File: src/rtl/ctlbank_pkg.sv
package ctlbank_pkg;
  localparam int unsigned BUS_W  = 4;
  localparam int unsigned NUM_CH = 2;
  localparam int unsigned LANE_W = BUS_W / NUM_CH;
  localparam logic [BUS_W-1:0] BIST_OFF_VAL = '1;
endpackage

File: src/rtl/ctlbank_latch_set.sv
module ctlbank_latch_set #(
  parameter int unsigned W = 4,
  parameter logic [W-1:0] RST_VAL = '0,
  parameter bit RST_ONLY_CLOSED = 1'b0
) (
  input  logic         clk,
  input  logic         rst_n,
  input  logic         le,
  input  logic [W-1:0] d,
  output logic [W-1:0] q
);
  logic [W-1:0] held;
  logic         rst_hit;

  generate
    if (RST_ONLY_CLOSED) begin : g_gated_rst
      assign rst_hit = !rst_n && !le;
    end else begin : g_plain_rst
      assign rst_hit = !rst_n;
    end
  endgenerate

  always_ff @(posedge clk) begin
    if (rst_hit)  held <= RST_VAL;
    else if (le)  held <= d;
  end

  assign q = rst_hit ? RST_VAL : (le ? d : held);
endmodule

File: src/rtl/ctlbank_fault.sv
module ctlbank_fault #(
  parameter int unsigned NCH = 2
) (
  input  logic           clk,
  input  logic           rst_n,
  input  logic [NCH-1:0] freq_bad,
  input  logic [NCH-1:0] amp_low,
  input  logic [NCH-1:0] dens_low,
  input  logic [NCH-1:0] rx_on,
  output logic [NCH-1:0] fault_n
);
  genvar c;
  generate
    for (c = 0; c < NCH; c++) begin : g_ch
      logic freq_q, amp_q, dens_q;
      always_ff @(posedge clk) begin
        if (!rst_n) begin
          freq_q <= 1'b0;
          amp_q  <= 1'b0;
          dens_q <= 1'b0;
        end else begin
          freq_q <= freq_bad[c];
          amp_q  <= amp_low[c];
          dens_q <= dens_low[c];
        end
      end
      assign fault_n[c] = !(freq_q || amp_q || dens_q || !rx_on[c]);
    end
  endgenerate
endmodule

File: src/rtl/ctlbank_top.sv
module ctlbank_top
  import ctlbank_pkg::*;
(
  input  logic              clk,
  input  logic              rst_n,
  input  logic [BUS_W-1:0]  ctl_bus,
  input  logic              le_oe,
  input  logic              le_rx,
  input  logic              le_bist,
  input  logic [NUM_CH-1:0] freq_bad,
  input  logic [NUM_CH-1:0] amp_low,
  input  logic [NUM_CH-1:0] dens_low,
  output logic [BUS_W-1:0]  oe_en,
  output logic [NUM_CH-1:0] rx_pwr,
  output logic [BUS_W-1:0]  bist_norm,
  output logic [NUM_CH-1:0] link_fault_n
);
  logic [NUM_CH-1:0] rx_bus;

  genvar c;
  generate
    for (c = 0; c < NUM_CH; c++) begin : g_rx_pick
      assign rx_bus[c] = ctl_bus[c*LANE_W];
    end
  endgenerate

  ctlbank_latch_set #(.W(BUS_W), .RST_VAL('0), .RST_ONLY_CLOSED(1'b0)) u_oe (
    .clk(clk), .rst_n(rst_n), .le(le_oe), .d(ctl_bus), .q(oe_en)
  );

  ctlbank_latch_set #(.W(NUM_CH), .RST_VAL('0), .RST_ONLY_CLOSED(1'b0)) u_rx (
    .clk(clk), .rst_n(rst_n), .le(le_rx), .d(rx_bus), .q(rx_pwr)
  );

  ctlbank_latch_set #(.W(BUS_W), .RST_VAL(BIST_OFF_VAL), .RST_ONLY_CLOSED(1'b1)) u_bist (
    .clk(clk), .rst_n(rst_n), .le(le_bist), .d(ctl_bus), .q(bist_norm)
  );

  ctlbank_fault #(.NCH(NUM_CH)) u_fault (
    .clk(clk), .rst_n(rst_n), .freq_bad(freq_bad), .amp_low(amp_low),
    .dens_low(dens_low), .rx_on(rx_pwr), .fault_n(link_fault_n)
  );
endmodule

File: config.mk
export PLATFORM = sky130hd
export DESIGN_NAME = ctlbank_top
export DESIGN_NICKNAME = d
export VERILOG_FILES = /design/src/rtl/ctlbank_pkg.sv /design/src/rtl/ctlbank_latch_set.sv /design/src/rtl/ctlbank_fault.sv /design/src/rtl/ctlbank_top.sv
export SDC_FILE = /design/constraint.sdc
export NUM_CORES = 1
export LEC_CHECK = 0
export ABC_AREA = 1
export BUFFER_PORTS_ARGS = -buffer_cell sky130_fd_sc_hd__buf_2
export CAP_MARGIN = 25
export CORE_MARGIN = 2
export CORE_UTILIZATION = 41
export CTS_BUF_LIST = sky130_fd_sc_hd__clkbuf_8
export CTS_CLUSTER_SIZE = 40
export DETAILED_ROUTE_END_ITERATION = 8
export PLACE_DENSITY_LB_ADDON = 0.08
export SKIP_LAST_GASP = 1
export SLEW_MARGIN = 25
export SYNTH_ARGS = -nofsm -noshare
export SYNTH_HDL_FRONTEND = slang
export SYNTH_SLANG_ARGS = --single-unit
File: constraint.sdc
create_clock -name clk -period 0.8 [get_ports clk]
set_clock_uncertainty 0.1 [all_clocks]
set_input_delay 0.08 -clock clk [delete_from_list [all_inputs] [get_ports clk]]
set_output_delay 0.08 -clock clk [all_outputs]
set_load 0.03 [all_outputs]
==> results of run 1 <==
==> sequential cells by signal, indices dropped and copies added, names as in the netlist <==
name / flops
u_oe.held: 4
u_fault.g_ch.freq_q: 2
u_fault.g_ch.dens_q: 2
u_bist.held: 4
u_rx.held: 2
u_fault.g_ch.amp_q: 2
==> per-stage QoR <==
step | TNS [ns] | hold WS, ns | utilization, % | power [W] | worst slack [ns]
2_1_floorplan | -0.1448 | 0.07763 | - | 0.001145 | -0.06388
3_3_place_gp | -1.531 | 0.1608 | 69.71 | 0.001291 | -0.1523
3_5_place_dp | -1.647 | 0.1650 | 69.71 | 0.001296 | -0.1572
4_1_cts | -3.588 | 0.01040 | 86.44 | 0.002108 | -0.3550
5_1_grt | -4.175 | 0.03571 | 88.75 | 0.002205 | -0.4404
6_report | -3.588 | 0.01676 | 88.75 | 0.002117 | -0.3807
==> power breakdown <==
part	switching [W]	internal (W)
clock	0.000266	0.000436
sequential	0.0000226	0.000859
combinational	0.000283	0.000251
==> routing by layer <==
metal  part of all wire (%)  wire [um]  up-vias  GRT usage (%)
met5                      0          0        -              0
li1                       -          -      310              -
met4                   0.82         12        0          7.258
met3                    5.7         83        2          7.979
met2                     54        791       18          32.03
met1                     39        578      266          20.33
==> repair_timing <==
action	CTS	global route
pin swaps	9	8
setup endpoints to repair	12	14
gates resized for setup	33	10
buffers inserted	1	1
hold buffers	6	0
endpoints found under the hold margin	6	0
==> cell usage in the layout, fill, tap and decap left out, drive strengths merged <==
cell         netlist  routed
nand3              5       5
inv               18      18
dfxtp             16      16
o21ai              6       6
dlygate4sd3        0       6
nor2               8       8
a21oi              2       2
clkbuf             0       4
nand2             19      19
buf                1      36
==> cells by family after synthesis <==
family,after synthesis,synth area share [%]
flip-flops,16,55.90
buffers and inverters,19,13.75
AND/OR/NAND/NOR,32,22.05
AO/OA/AOI/OAI,8,8.296
==> worst reg2reg max path: stages, from the launching register on <==
cell and delay (ns):
dfxtp_2 0.32, inv_2 0.04, nand2_2 0.05, nand3_4 0.09, inv_4 0.05, buf_6 0.10
==> worst paths after layout <==
path	from	to	slack, ns
worst max-delay path	u_rx.held[0]$_DFF_P_	link_fault_n[0]	-0.38
worst min register to register	u_bist.held[1]$_DFF_P_	u_bist.held[1]$_DFF_P_	0.38
worst max register to register	u_rx.held[0]$_DFF_P_	u_rx.held[0]$_DFF_P_	-0.05
worst min-delay path	ctl_bus[0]	u_bist.held[0]$_DFF_P_	0.02
==> area by class of cell <==
type                            count  share of cell area, %
Timing Repair Buffer               42                  32.18
Sequential cell                    16                  28.39
Multi-Input combinational cell     40                  26.98
Inverter                           18                  6.067
Clock buffer                        4                  4.767
Tap cell                           15                  1.625
==> impl_metrics.yaml, run 1 <==
place:
  placement.io_buffers: 26
  dp_cells: 124
  dp_hpwl_um: 890.8
  placed_area_um2: 907.1
  gp_congestion: 0.5987
drt:
  vias: 596
  postRouteAntennaNets: 0
  drtPass1Iterations: 4
  drt_iter0_drc: 8
  wl_mm: 1.466
  wire_per_inst_um: 10.86
  drc_errors: 0
  viasPerCell: 4.415
setup_path:
  path_class: "flip-flop to output pin"
  cp.arrival_ns: 1.00
  cp.required_ns: 0.62
  cp_num_cells: 5
  crit_buf_inv: 2
  critical_path.cell_chain: "inv_2 -> nand2_2 -> nand3_4 -> nor2_4 -> buf_6"
  slowest_delay_ns: 0.32
  cp-end-kind: "output pin"
  rr_worst_depth: 5
  critPathTopFamily: "flip-flops"
  crit_fanout: 2
  cp-start-kind: "flip-flop"
  cp_slowest_cell: "dfxtp_2"
layout:
  regArea_um2: 327.8
  finalNonFillerCells: 135
  num-nets-final: 136
  num-fill-cells: 58
  area_growth_pct: 101.5
  final_cell_area_um2: 1155
  drive_above_1_share_pct: 60.00
  antenna_cells: 0
  multi_input_area_um2: 311.5
global_routing:
  grt_pass1_wl_mm: 1.973
  grt_overflow: 0
  grt_pass1_vias: 522
  antenna_found_initial: 0
  track_usage_pct: 18.73
  grt_max_degree: 10
clock_network:
  cts_htree_levels: 1
  clock_latency_ns: 0.25
  cts_buffers: 3
  clk_pin_slew_worst_paths_ns: 0.06
  cts_tree: "done"
  cts-root-buf: "clkbuf_8"
  cts.sinks: 16
  cts_buffer_depth: 2
pwr:
  ir_worst_vdd_uv: 1577
  leakagePower_nw: 0.5903
  power_density_nw_per_um2: 1833
timing:
  max_slew_margin_pct: 81.65
  report.final.slew_viol_count: 0
  period_share_pct: 147.6
  worst_slew_pin_slew_ns: 0.2746
  min_period_ns: 1.181
  hold_viol: 0
  setup_viol: 14
  fmax_mhz: 846.9
  fin_ws_ns: -0.3807
  rsz0062_at_grt: "true"
logic_synthesis:
  synthTopCellsByArea: "dfxtp_1 56%, nand2_1 12%, inv_1 12%"
  synth_edf_count: 0
  synthArstFlopShare_pct: 0
  seq_area_frac_synth_pct: 55.90
  ys_ff_latch: 16
  syn-num-nets: 90
  yosysWarnings: 0
  syn_area_per_cell_um2: 7.641
  synth.cell_area_um2: 573.1
  synth.most_common_cell: "nand2_1"
  yosysTopAreaCellShare_pct: 55.90
  synth_common_cells: "19 x nand2_1, 18 x inv_1, 16 x dfxtp_1"
  synth_cell_types: 11
  synth_area_leader_cell: "dfxtp_1"
  synthCells: 75
  synthFlopType: "dfxtp_1"
flow_run:
  maxCapViolCount: 0
status:
  violations: "setup timing"
  status: "complete, but fails checks"
min_path:
  hold_path.class: "primary input to flip-flop"
  hold-path-cell-count: 3
floorplan:
  dieHeight_um: 41.39
  die_w_um: 41.39
  pin_count: 27
  die_area_um2: 1713
  row_count: 13
  coreArea_um2: 1301
  initial_utilization_pct: 44.04
Power figures use the tool's default switching activity.
==> inputs of run 2 (changes only) <==
- MAX_ROUTING_LAYER: default -> met4
==> run 2 against run 1 <==
  * The run still ends with setup timing left
  * Count of clock-buffer cells in the layout is the same
  * Critical path depth is the same
  * Core utilization is the same
  * Sequential power is essentially flat
  * Global-route usage grew 0.51 points
  * Cell area is the same
  * Clock power is essentially flat
  * Non-clock buffer count is the same
  * Die area is the same
  * Hold slack is essentially flat
  * Largest power group unchanged
==> impl_metrics.yaml, run 2 (synthesis results as in run 1) <==
status:
  status: "complete, but fails checks"
  violations: "setup timing"
layout:
  num-nets-final: 136
  layout.cells.most_common: "inv_1"
  antenna_cells: 0
  top_regs: "u_bist.held (4), u_oe.held (4)"
  regArea_um2: 327.8
  area_growth_pct: 101.5
  fin_util_pct: 88.75
  multi_input_area_um2: 311.5
  layout_common_cells: "15 x inv_1, 14 x nand2_1, 13 x buf_2, 13 x buf_6, 10 x dfxtp_1"
  final_cell_area_um2: 1155
  drive_above_1_share_pct: 60.00
  num-fill-cells: 58
timing:
  hold_viol: 0
  fmax_mhz: 846.3
  max_slew_margin_pct: 81.65
  rsz0062_at_grt: "true"
  fin_ws_ns: -0.3816
  period_share_pct: 147.7
  worst_slew_pin_slew_ns: 0.2746
  min_period_ns: 1.182
  setup_viol: 14
  report.final.slew_viol_count: 0
pwr:
  power_density_nw_per_um2: 1833
  ir_worst_vdd_uv: 1573
  switching_share_pct: 26.95
  p_int_w: 0.001546
  seqPwrFrac_pct: 41.7
  pwr-share-clk_pct: 33.1
  leakagePower_nw: 0.5903
  combPwrFrac_pct: 25.2
  p_switching_w: 0.0005705
drt:
  drc_errors: 0
  postRouteAntennaNets: 0
  vias: 598
  wl_mm: 1.467
  drt_iter0_drc: 8
  viasPerCell: 4.430
  drtPass1Iterations: 4
  wire_per_inst_um: 10.87
floorplan:
  coreArea_um2: 1301
  die_w_um: 41.39
  dieHeight_um: 41.39
  row_count: 13
  initial_utilization_pct: 44.04
  pin_count: 27
  die_area_um2: 1713
setup_path:
  cp-start-kind: "flip-flop"
  slowest_delay_ns: 0.32
  cp_slowest_cell: "dfxtp_2"
  cp.arrival_ns: 1.00
  crit_fanout: 2
  cp-end-kind: "output pin"
  path_class: "flip-flop to output pin"
  critical_path.cell_chain: "inv_2 -> nand2_2 -> nand3_4 -> nor2_4 -> buf_6"
  cp.required_ns: 0.62
clock_network:
  cts-root-buf: "clkbuf_8"
  cts_buffer_depth: 2
  cts.sinks: 16
  cts_tree: "done"
  cts_htree_levels: 1
  cts_buffers: 3
  clock_latency_ns: 0.25
  clk_pin_slew_worst_paths_ns: 0.06
global_routing:
  grt_overflow: 0
  grt_pass1_wl_mm: 1.973
  track_usage_pct: 19.24
  grt_pass1_vias: 523
  antenna_found_initial: 0
  grt_max_degree: 10
place:
  dp_hpwl_um: 890.8
  placement.io_buffers: 26
  placed_area_um2: 907.1
  gp_congestion: 0.6024
min_path:
  hold_path.class: "primary input to flip-flop"
flow_run:
  maxCapViolCount: 0
-- run 2: cell counts in the layout (fill, tap and decap cells not counted) --
Identical to the previous run, type by type.
-- run 2: per-stage QoR --
step	setup slack, ns	cells	total power [W]	setup TNS, ns	hold WS, ns
5_1_grt	-0.4404	135	0.002205	-4.175	0.03571
3_5_place_dp	-0.1572	124	0.001296	-1.647	0.1650
3_3_place_gp	-0.1523	124	0.001291	-1.531	0.1608
2_1_floorplan	-0.06388	75	0.001145	-0.1448	0.07763
6_report	-0.3816	135	0.002117	-3.592	0.01665
4_1_cts	-0.3550	135	0.002108	-3.588	0.01040
-- run 2: power groups by stage --
stage	Combinational, W	Sequential, W	Clock, W
5_1_grt	0.000574	0.000887	0.000744
3_5_place_dp	0.000410	0.000886	0
2_1_floorplan	0.000262	0.000883	0
6_report	0.000534	0.000882	0.000701
4_1_cts	0.000509	0.000876	0.000723
3_3_place_gp	0.000405	0.000885	0
-- run 2: final cells by class --
class | instances | share of cell area, %
timing repair buffer | 42 | 32.18
sequential | 16 | 28.39
multi-input combinational | 40 | 26.98
inverter | 18 | 6.067
clock buffer | 4 | 4.767
tap | 15 | 1.625
-- run 2: layer usage --
| metal | vias up | part of all wire, % | track usage [%] |
|---|---|---|---|
| met5 | - | 0 | - |
| met4 | 0 | 0.82 | 7.258 |
| met3 | 2 | 6.1 | 7.979 |
| met2 | 18 | 54 | 32.03 |
| met1 | 267 | 39 | 20.33 |
| li1 | 311 | - | - |
-- run 2: repair_timing --
| action | CTS | global route |
|---|---|---|
| endpoints found under the setup margin | 12 | 14 |
| setup buffers | 1 | 1 |
| hold endpoints to repair | 6 | 0 |
| gates resized for setup | 33 | 10 |
| hold buffers | 6 | 0 |
| pin swaps | 9 | 8 |
-- run 2: worst max-delay path, delay by kind of cell, from the launching register on --
family                 cells  cell delay (ns)
buffers and inverters      2             0.16
AND/OR/NAND/NOR            3             0.27
flip-flops                 1             0.32
-- run 2: path summary, 6_finish.rpt --
check	startpoint	end	slack, ns	cells past startpoint
worst max register to register	u_rx.held[0]$_DFF_P_	u_rx.held[0]$_DFF_P_	-0.05	5
worst min-delay path	ctl_bus[0]	u_bist.held[0]$_DFF_P_	0.02	3
worst max-delay path	u_rx.held[0]$_DFF_P_	link_fault_n[0]	-0.38	5
worst min register to register	u_bist.held[1]$_DFF_P_	u_bist.held[1]$_DFF_P_	0.38	2
==> inputs of run 3 (changes only) <==
- CORE_UTILIZATION: 41 -> 38
- CTS_BUF_LIST: sky130_fd_sc_hd__clkbuf_8 -> sky130_fd_sc_hd__clkbuf_16
- GPL_TIMING_DRIVEN: default -> 0
==> run 3 against run 2 <==
  * The flow still finishes with violations (setup timing)
  * Routed wire length is 11% lower
  * Clock power rose by 37%
  * Cell area decreased by 6.1%
  * Critical path depth is the same
  * Total power increased by 9.5%
  * Sequential share of layout area rose by 1.8 points
  * Final cell count is 7.4% lower
  * Setup slack better by 0.016 ns
  * Largest power group is now clock
  * Sequential power is essentially flat
  * Critical endpoint unchanged
  * Largest cell class is now flip-flops and latches
  * Via count decreased by 8.5%
  * Die area grew 7.1%
  * Critical path type unchanged
==> impl_metrics.yaml, run 3 (synthesis results as in run 1) <==
layout:
  num-nets-final: 125
  drive_above_1_share_pct: 56.88
  area_growth_pct: 89.30
  final_cell_area_um2: 1085
  fin_util_pct: 74.61
  layout.cells.most_common: "inv_1"
  top_regs: "u_bist.held (4), u_oe.held (4)"
  antenna_cells: 0
  layout_common_cells: "15 x inv_1, 13 x buf_6, 12 x buf_2"
setup_path:
  rrSetupSlack_ns: 0.05
  timing.rr.end: "u_rx.held[0]$_DFF_P_"
  cp-start-kind: "flip-flop"
  crit_fanout: 2
  path_class: "flip-flop to output pin"
  rr_startpoint: "u_rx.held[0]$_DFF_P_"
  cp.required_ns: 0.62
  rr_worst_depth: 4
  cp.arrival_ns: 0.99
  cp-end-kind: "output pin"
drt:
  drtPass1Iterations: 4
  postRouteAntennaNets: 0
  drt_iter0_drc: 8
  drc_errors: 0
  viasPerCell: 4.376
  vias: 547
  wl_mm: 1.300
  wire_per_inst_um: 10.40
flow_run:
  maxCapViolCount: 0
timing:
  hold_viol: 0
  setup_viol: 12
  rsz0062_at_grt: "true"
  fmax_mhz: 858.3
  worst_slew_pin_slew_ns: 0.2830
  max_slew_margin_pct: 81.12
  report.final.slew_viol_count: 0
  fin_setup_tns_ns: -3.324
  fin_ws_ns: -0.3651
  min_period_ns: 1.165
  holdWs_ns: 0.02351
  period_share_pct: 145.6
pwr:
  ir_worst_vdd_uv: 1730
  combPwrFrac_pct: 20.6
  switching_share_pct: 25.44
  seqPwrFrac_pct: 38.1
  p_switching_w: 0.0005897
  leakagePower_nw: 0.5396
  power_density_nw_per_um2: 2137
  p_int_w: 0.001729
  pwr-share-clk_pct: 41.3
clock_network:
  cts_buffers: 3
  cts.sinks: 16
  cts_buffer_depth: 2
  post-cts-setup-buffer-count: 0
  clock_latency_ns: 0.24
  cts-root-buf: "clkbuf_16"
  cts_tree: "done"
  clk_pin_slew_worst_paths_ns: 0.05
  cts_htree_levels: 1
place:
  dp_slack_ns: -0.2705
  placement.io_buffers: 26
  dp_hpwl_um: 877.7
  placed_area_um2: 827.0
  gp_congestion: 0.6776
global_routing:
  antenna_found_initial: 0
  grt_max_degree: 11
  track_usage_pct: 16.65
  grt_overflow: 0
  grt_pass1_wl_mm: 2.125
  grt_pass1_vias: 543
floorplan:
  die_area_um2: 1835
  dieHeight_um: 42.84
  die_w_um: 42.84
  initial_utilization_pct: 39.41
  coreArea_um2: 1454
  row_count: 14
  pin_count: 27
min_path:
  hold-path-cell-count: 3
  holdPathEnd: "u_bist.held[0]$_DFF_P_"
  min-delay-start: "ctl_bus[0]"
  hold_path.class: "primary input to flip-flop"
status:
  status: "complete, but fails checks"
  violations: "setup timing"
## run 3: changes by cell type in the layout (fill, tap and decap cells not counted)
cell,previous run,this run
buf_4,8,0
clkbuf_8,4,0
clkbuf_16,0,3
nand2_1,14,11
nand2_2,5,8
buf_12,2,0
buf_2,13,12
clkinv_1,0,1
inv_2,2,3
inv_4,1,0
nand3_2,1,0
nand3_4,4,5
nor2_1,3,4
nor2_2,1,0
## run 3: stage by stage
stage | power (W) | std cells
3_3_place_gp | 0.001248 | 117
2_1_floorplan | 0.001145 | 75
5_1_grt | 0.002425 | 125
4_1_cts | 0.002329 | 127
6_report | 0.002318 | 125
3_5_place_dp | 0.001257 | 117
## run 3: area by class of cell
| class | instances | area [um2] |
|---|---|---|
| Buffer | 1 | 11.26 |
| Clock inverter | 1 | 3.754 |
| Sequential cell | 16 | 327.8 |
| Clock buffer | 3 | 75.07 |
| Timing Repair Buffer | 30 | 255.2 |
| Fill cell | 110 | 369.1 |
| Tap cell | 16 | 20.02 |
| Multi-Input combinational cell | 40 | 324.1 |
| Inverter | 18 | 67.56 |
## run 3: per-layer routing
layer	up-vias	GRT usage, %	share of wire (%)
met3	2	5.532	4.9
li1	290	-	-
met5	-	-	0
met1	241	17.11	41
met2	14	26.67	52
met4	0	11.25	1.4
## run 3: power groups by stage
stage / clock network, W / registers (W) / logic [W]
2_1_floorplan: 0 / 0.000883 / 0.000262
3_3_place_gp: 0 / 0.000886 / 0.000363
3_5_place_dp: 0 / 0.000887 / 0.000369
4_1_cts: 0.000982 / 0.000880 / 0.000467
5_1_grt: 0.00102 / 0.000885 / 0.000515
6_report: 0.000959 / 0.000882 / 0.000478
## run 3: repair_timing
item | CTS | global route
pin swaps | 6 | 4
gates resized for setup | 35 | 9
endpoints found under the setup margin | 12 | 15
hold buffers | 6 | 0
endpoints found under the hold margin | 6 | 0
## run 3: worst max-delay path, stage by stage, from the launching register on
cell	delay, ns
dfxtp_1	0.30
inv_1	0.04
nand2_2	0.07
nand3_4	0.08
nor2_4	0.11
buf_6	0.13
## run 3: how the worst max path moves through the flow
stage,from,to,slack (ns)
2_1_floorplan,u_rx.held[1]$_DFF_P_,link_fault_n[1],-0.06
3_3_place_gp,le_bist,bist_norm[1],-0.26
3_5_place_dp,le_bist,bist_norm[1],-0.27
4_1_cts,u_rx.held[0]$_DFF_P_,link_fault_n[0],-0.38
5_1_grt,u_rx.held[0]$_DFF_P_,link_fault_n[0],-0.41
6_report,u_rx.held[0]$_DFF_P_,link_fault_n[0],-0.37
